## config.mk

```make
export PLATFORM = sky130hd
export DESIGN_NAME = posted_cas_sched
export DESIGN_NICKNAME = d
export VERILOG_FILES = /design/src/rtl/posted_cas_sched.sv
export SDC_FILE = /design/constraint.sdc
export NUM_CORES = 1
export LEC_CHECK = 0
export ABC_AREA = 0
export BUFFER_PORTS_ARGS = -buffer_cell sky130_fd_sc_hd__buf_2
export CAP_MARGIN = 20
export CORE_ASPECT_RATIO = 0.75
export CORE_MARGIN = 1
export CORE_UTILIZATION = 30
export DETAILED_ROUTE_END_ITERATION = 7
export GPL_TIMING_DRIVEN = 0
export PLACE_DENSITY = 0.43
export SLEW_MARGIN = 0
export SYNTH_ARGS = -nofsm -noshare
export SYNTH_HDL_FRONTEND = slang
export SYNTH_SLANG_ARGS = --single-unit
export TNS_END_PERCENT = 10
```

## constraint.sdc

```tcl
create_clock -name clk -period 6.93 [get_ports clk]
set_clock_uncertainty 0.15 [all_clocks]
set_input_delay 1.7325 -clock clk [delete_from_list [all_inputs] [get_ports clk]]
set_output_delay 1.7325 -clock clk [all_outputs]
set_load 0.03 [all_outputs]
```

## src/rtl/posted_cas_sched.sv

```systemverilog
module posted_cas_sched #(
  parameter int COL_W  = 10,
  parameter int BANK_W = 3,
  parameter int LAT_W  = 4
) (
  input  logic              clk,
  input  logic              rst_n,
  input  logic              cmd_valid,
  input  logic              cmd_write,
  input  logic              cmd_ap,
  input  logic [BANK_W-1:0] cmd_bank,
  input  logic [COL_W-1:0]  cmd_col,
  input  logic [1:0]        al_sel,
  input  logic [LAT_W-1:0]  cl,
  input  logic [LAT_W-1:0]  cwl,
  output logic              int_valid,
  output logic              int_write,
  output logic              int_ap,
  output logic [BANK_W-1:0] int_bank,
  output logic [COL_W-1:0]  int_col,
  output logic              rd_data_valid,
  output logic              wr_data_expect,
  output logic              cfg_err
);

  localparam int LAT_MAX  = (1 << LAT_W) - 1;
  localparam int AL_MAX   = LAT_MAX - 1;
  localparam int LINE_LEN = AL_MAX + LAT_MAX;
  localparam int CFG_W    = 2 + 2 * LAT_W;

  typedef struct packed {
    logic              v;
    logic              w;
    logic              ap;
    logic [BANK_W-1:0] bank;
    logic [COL_W-1:0]  col;
  } slot_t;

  slot_t in_slot, out_slot;
  slot_t pipe [AL_MAX];

  logic [LAT_W-1:0]    al;
  logic [LAT_W:0]      rl, wl;
  logic [LINE_LEN-1:0] rd_line, wr_line;
  logic [CFG_W-1:0]    cfg_now, cfg_q;
  logic                busy;

  always_comb begin
    case (al_sel)
      2'd1:    al = cl - LAT_W'(1);
      2'd2:    al = cl - LAT_W'(2);
      default: al = '0;
    endcase
  end

  assign rl = {1'b0, al} + {1'b0, cl};
  assign wl = {1'b0, al} + {1'b0, cwl};

  assign in_slot = '{v: cmd_valid, w: cmd_write, ap: cmd_ap, bank: cmd_bank, col: cmd_col};

  always_ff @(posedge clk) begin
    if (!rst_n) begin
      for (int i = 0; i < AL_MAX; i++) pipe[i] <= '0;
    end else begin
      pipe[0] <= in_slot;
      for (int i = 1; i < AL_MAX; i++) pipe[i] <= pipe[i-1];
    end
  end

  assign out_slot  = (al == '0) ? in_slot : pipe[al - LAT_W'(1)];
  assign int_valid = out_slot.v;
  assign int_write = out_slot.w;
  assign int_ap    = out_slot.ap;
  assign int_bank  = out_slot.bank;
  assign int_col   = out_slot.col;

  always_ff @(posedge clk) begin
    if (!rst_n) begin
      rd_line <= '0;
      wr_line <= '0;
    end else begin
      rd_line <= {rd_line[LINE_LEN-2:0], cmd_valid & ~cmd_write};
      wr_line <= {wr_line[LINE_LEN-2:0], cmd_valid & cmd_write};
    end
  end

  assign rd_data_valid  = (rl != '0) && rd_line[rl - 1'b1];
  assign wr_data_expect = (wl != '0) && wr_line[wl - 1'b1];

  assign cfg_now = {al_sel, cl, cwl};
  assign busy    = (|rd_line) | (|wr_line);

  always_ff @(posedge clk) begin
    if (!rst_n) begin
      cfg_q   <= cfg_now;
      cfg_err <= 1'b0;
    end else begin
      cfg_q <= cfg_now;
      if (busy && (cfg_now != cfg_q)) cfg_err <= 1'b1;
    end
  end

  AST_PASS_THRU: assert property (@(posedge clk) disable iff (!rst_n)
    (al == '0 && cmd_valid) |-> int_valid);

  AST_AP_CARRY: assert property (@(posedge clk) disable iff (!rst_n)
    (al == '0 && cmd_valid) |-> (int_ap == cmd_ap && int_write == cmd_write));

  AST_AL1_DELAY: assert property (@(posedge clk) disable iff (!rst_n)
    (al == LAT_W'(1) && $past(al) == LAT_W'(1) && $past(rst_n)) |-> (int_valid == $past(cmd_valid)));

  AST_ERR_STICKY: assert property (@(posedge clk) disable iff (!rst_n)
    cfg_err |=> cfg_err);

  AST_ERR_CAUSE: assert property (@(posedge clk) disable iff (!rst_n)
    $rose(cfg_err) |-> ($past(cfg_now) != $past(cfg_now, 2)));

endmodule

```

# Word-level counts from Yosys, hierarchy flattened
# Memories as Yosys holds them, arrays and structs flattened.
# Cells that the tools add are included.
# classes
eq_ne	3
muxes	22
order_cmp	2
addsub	7
n_bitwise	18
n_reduce_logical	8
# ops
op	n
16-bit two-way mux	15
29-bit OR reduction	2
1-bit bitwise OR	15
5-bit by 6-bit less-than comparator with 1-bit output (second input constant)	2
4-bit by 4-bit adder with 5-bit output	2
1-bit binary-select mux with 5-bit select	2
10-bit inequality test	1
5-bit nonzero test	2
5-bit by 1-bit subtractor with 5-bit output (second input constant)	2
4-bit one-hot mux with 2 select lines	1
4-bit by 1-bit subtractor with 4-bit output (second input constant)	2
4-bit logical NOT	1
1-bit two-way mux	4
4-bit by 2-bit subtractor with 4-bit output (second input constant)	1
1-bit logical AND	3
1-bit AND	2
2-bit by 1-bit == test with 1-bit output (second input constant)	1
2-bit == test (second input constant)	1
1-bit inverter	1
# word_totals
ff_bits	69
ram_bits	224
output_inout_bits	19
n_memories	1
wordCells	65
# mem_list
name	words	width	rd	rd_clocked_by_memory_dff	wr	line	rtl
pipe	14	16	14	0	14	40	slot_t pipe [AL_MAX];

# Logic depth before layout (Yosys ltp)
# logic_depth
word_depth	7
depth_mapped	16

# Worst setup path after synthesis
# Ideal clock, no wire load.
# synth_timing
path_type	in2out
from	input al_sel[0]
to	output wr_data_expect
n_path_buf	3
stages	15
arrival_time_ps	5284
path_slack_ps	-237
cell_sequence	inv_1 ha_1 nand2_1 o21ai_1 buf_2 buf_1 ha_1 clkbuf_1 inv_1 ha_1 xnor2_1 mux4_2 mux2_2 o21ai_0 o31ai_1
# synth_between
elab_chain_len	7
elab_cells_between_ends	9
classes_between	add/sub: 2; eq/ne: 2; mux: 3; reduce/logical: 2
# synth_rtl
item	line	rtl
start, declared	13	input logic [1:0] al_sel,
2-bit == test or 2-bit by 1-bit == test with 1-bit output (tied branches)	49	case (al_sel)
4-bit one-hot mux with 2 select lines (*)	49	
4-bit by 4-bit adder with 5-bit output (*)	57	assign wl = {1'b0, al} + {1'b0, cwl};
5-bit by 1-bit subtractor with 5-bit output	88	assign wr_data_expect = (wl != '0) && wr_line[wl - 1'b1];
1-bit binary-select mux with 5-bit select	88	
1-bit two-way mux (implied by the code)	88	
1-bit logical AND (*)	88	
end, declared	22	output logic wr_data_expect,
# Mark *: on every way between the ends. The rest lies on a longest branch, timed or not. The select of a mux whose other input is x is not followed.

# Worst setup path in the final report
# layout_timing
from	input cl[0]
to	output rd_data_valid
# layout_between
elab_chain_len	7
elab_cells_between_ends	9
classes_between	add/sub: 4; mux: 3; reduce/logical: 2
# layout_rtl
item	line	rtl
start, declared	14	input logic [LAT_W-1:0] cl,
4-bit by 2-bit subtractor with 4-bit output or 4-bit by 1-bit subtractor with 4-bit output (tied branches)	51, 50	
4-bit one-hot mux with 2 select lines	49	
4-bit by 4-bit adder with 5-bit output (*)	56	assign rl = {1'b0, al} + {1'b0, cl};
5-bit by 1-bit subtractor with 5-bit output	87	assign rd_data_valid = (rl != '0) && rd_line[rl - 1'b1];
1-bit binary-select mux with 5-bit select	87	
1-bit two-way mux (implied by the code)	87	
1-bit logical AND (*)	87	
end, declared	21	output logic rd_data_valid,
# Marks and branches as above.

==> flow_summary_export.csv <==
group,metric,value,unit
synth,postSynthCellCount,945,
critical_path,critical_path_class,"input port to output port",
global_route,grt_use_total,0.1473,
floorplanning,io_pins,47,
synth,synth_seq_cells,293,
place,hpwl,19930,um
finish,drive_above_1_share,0.2221,
global_route,grt_pass1_vias,6708,
synth,synth.top_cells.by_count,"dfxtp_1 (293), and2_1 (280), mux4_2 (59)",
flow_run,cap_violations,0,
route,vias_per_cell,4.435,
critical_path,timing.rr.start,"wr_line[18]",
critical_path,end_kind,"output port",
synth,synth_adder_area_share,0.02182,
synth,ys_top_cells_by_area,"dfxtp_1 (53%), and2_1 (16%), mux4_2 (12%)",
hold_path,hp-class,"flip-flop to flip-flop",
clock_tree,htreeDepth,1,
synth,yosys.area_share.simple,0.2002,
run_status,outcome,"complete, no violations",
clock_tree,clk_pin_slew,0.06,ns
synth,synth_area,11010,um^2
synth,synth_top_area_cell,"dfxtp_1",
critical_path,rrSetupSlack,4.77,ns
clock_tree,ctsHoldBuffers,0,
place,place_inst,1455,
route,drc,0,
finish,stdcell_count,1514,
floorplanning,start_util,0.3056,
place,io_buffers,45,
critical_path,critPathCapture,"rd_data_valid",
synth,synth_top_family_by_area,"simple AND/OR/NAND/NOR gates",
synth,synth.top_cell.area_share,0.5327,
finish,nets,1076,
synth,synth-edff-count,0,
place,post_dp_cell_area,11830,um^2
synth,synth_ff_type,"dfxtp_1",
critical_path,crit_arrival,4.98,ns
sta,worst_slew_pin_slew,0.6652,ns
synth,synth_async_sr_flop_share,0,
critical_path,startpoint_type,"input port",
finish,area_growth,20.23,%
floorplanning,dieWidth,223.2,um
synth,synth_compound_area_frac,0.05239,
sta,timing.final.crit_share,0.9898,
sta,setup_tns,0,ns
route,ant_nets,0,
floorplanning,rows,60,
pwr,pwr-share-seq,0.457,
pwr,clockPowerShare,0.418,
synth,avgSynthCellArea,11.65,um^2
sta,setup_violations,0,
pwr,p_int,0.002794,W
route,drtIter0Drc,418,
pwr,combPwrFrac,0.125,
global_route,gr-total-overflow,0,
floorplanning,core_area,36030,um^2
synth,ys_seq_area_frac,0.5327,
sta,slew_headroom,0.5565,
place,globalplace.congestion,0.7409,
global_route,grtUsageMet1,0.2440,
global_route,grt_pass1_wl,41960,um
global_route,grt_max_degree,15,
critical_path,reg2regPathDepth,5,
clock_tree,root_buffer,"clkbuf_16",
finish,fin_area,13240,um^2
pwr,p_switching,0.0009524,W
synth,syn_nets,991,
finish,diodes,0,
global_route,use_met2,0.1876,
floorplanning,die_y,167.9,um
route,wl,27340,um
route,vias,6714,
clock_tree,clk_latency,0.55,ns
sta,final-hold-violation-count,0,
global_route,grt_util_met3,0.02792,
synth,synth_cell_types,50,
clock_tree,cts.sinks,293,
synth,synth_xor_area_frac,0.02125,
pwr,p_sw_frac,0.2542,
pwr,power.density,283.0,nW/um^2
pwr,power_leakage,5.276,nW
pwr,peakVddDrop,0.1860,mV
pwr,finalPower,0.003747,W
clock_tree,cts_buffers,31,
route,drt-pass1-iter-count,4,
clock_tree,cts_tree,"built",
sta,max_freq,145.8,MHz
critical_path,critPathRequiredTime,5.05,ns
sta,setup_ws,0.07089,ns
clock_tree,max-clock-path-buffers,3,
synth,yosysMostFrequentCell,"dfxtp_1",
sta,slew_violations,0,
synth,muxShareOfSynthArea,0.1461,
synth,yosys_warnings,0,
global_route,antenna_found_initial,0,
route,routedWlPerCell,18.06,um
floorplanning,die_area,37480,um^2
sta,rsz0062_at_grt,"yes",
sta,layout_min_cycle_time,6.859,ns
critical_path,worstReg2RegEnd,"cfg_err",
place,pre_cts_ws,-1.435,ns
critical_path,startpoint,"cl[0]",
global_route,top_usage_layer,"met1",
critical_path,critPathMaxFanout,5,
[power by group through the flow]
stage | Combinational, W | Clock [W] | Sequential, W
6_report | 0.000469 | 0.00156 | 0.00171
5_1_grt | 0.000504 | 0.00168 | 0.00171
4_1_cts | 0.000451 | 0.00162 | 0.00171
3_5_place_dp | 0.000410 | 0 | 0.00175
3_3_place_gp | 0.000409 | 0 | 0.00175
2_1_floorplan | 0.000273 | 0 | 0.00175
[metal layers]
metal / share of wire / vias up / routed length, um
met5: 0 / - / 0
met4: 0.021 / 0 / 577
met3: 0.054 / 41 / 1475
met2: 0.36 / 97 / 9928
met1: 0.56 / 3176 / 15360
li1: - / 3400 / -
[cell families (layout without fill, tap and decap cells)]
group / after synthesis / in the layout
simple gates: 375 / 375
flops: 293 / 293
compound gates: 83 / 83
mux: 82 / 82
buf+inv: 69 / 173
xor+xnor: 25 / 25
fa+ha+maj: 18 / 18
[critical path, cell delays in order]
cell and delay, ns:
buf_2 0.11, buf_6 0.12, inv_2 0.06, ha_4 0.20
o22ai_4 0.19, nand2b_4 0.08, inv_4 0.06, buf_6 0.10
ha_1 0.22, a31o_1 0.20, a21oi_4 0.15, xnor3_2 0.47
mux4_2 0.45, nor2b_1 0.14, a211o_1 0.32, a22o_1 0.23
buf_6 0.14
[final cells by class]
cell class | instances | area, um^2
Fill cell | 3625 | 22800
Sequential cell | 293 | 5866
Multi-Input combinational cell | 583 | 5179
Clock buffer | 47 | 925.9
Tap cell | 465 | 581.8
Timing Repair Buffer | 54 | 319.1
Buffer | 54 | 286.5
Inverter | 13 | 51.30
Clock inverter | 5 | 28.78
[sequential cells by signal (all words and copies together), names as in the netlist]
register / count
cfg_err: 1
cfg_q: 10
pipe: 224
rd_line: 29
wr_line: 29
[cell usage in the layout (no fill, tap or decap), types with 2 or more instances in the layout]
cell       instances
a211o_1           17
a211oi_1           4
a211oi_2          14
a21o_1             3
a21oi_1           26
and2_1           280
buf_2             42
buf_4             12
buf_6              7
clkbuf_1          38
clkbuf_16         31
clkbuf_2           8
clkbuf_4           5
clkbuf_8          10
clkinv_2           4
dfxtp_1          293
ha_1               9
ha_4               6
inv_1              6
inv_2              6
mux2i_1           18
mux4_2            62
nand2_1           37
nand3_1            5
nand4_1            4
nor2_1            18
nor2b_1            3
nor3_1             2
nor4_1            16
o21ai_0            3
o21ai_1            2
xnor2_1            7
xnor2_4            3
xor2_1            11
[how the worst min path moves through the flow]
stage | from | end | slack (ns) | cells past startpoint
floorplan | pipe[0][0] | pipe[1][0] | 0.27 | 1
global placement | pipe[2][6] | pipe[3][6] | 0.28 | 1
detailed placement | pipe[2][8] | pipe[3][8] | 0.28 | 1
CTS | pipe[6][14] | pipe[7][14] | 0.29 | 1
global route | pipe[1][11] | pipe[2][11] | 0.31 | 1
finish | pipe[2][0] | pipe[3][0] | 0.29 | 1
[metrics by stage]
stage                     hold slack [ns]    util
after floorplan                    0.2741       -
after global placement             0.2786  0.3281
after detailed placement           0.2835  0.3282
after CTS                          0.2935  0.3628
after global routing               0.3060  0.3674
final                              0.2942  0.3674
[timing repair]
| item | 4_1_cts | 5_1_grt |
|---|---|---|
| buffers inserted | 8 | 1 |
| endpoints found under the setup margin | 18 | 18 |
| gates resized for setup | 68 | 35 |
| pin swaps | 9 | 9 |
(Power assumes the default switching activity.)
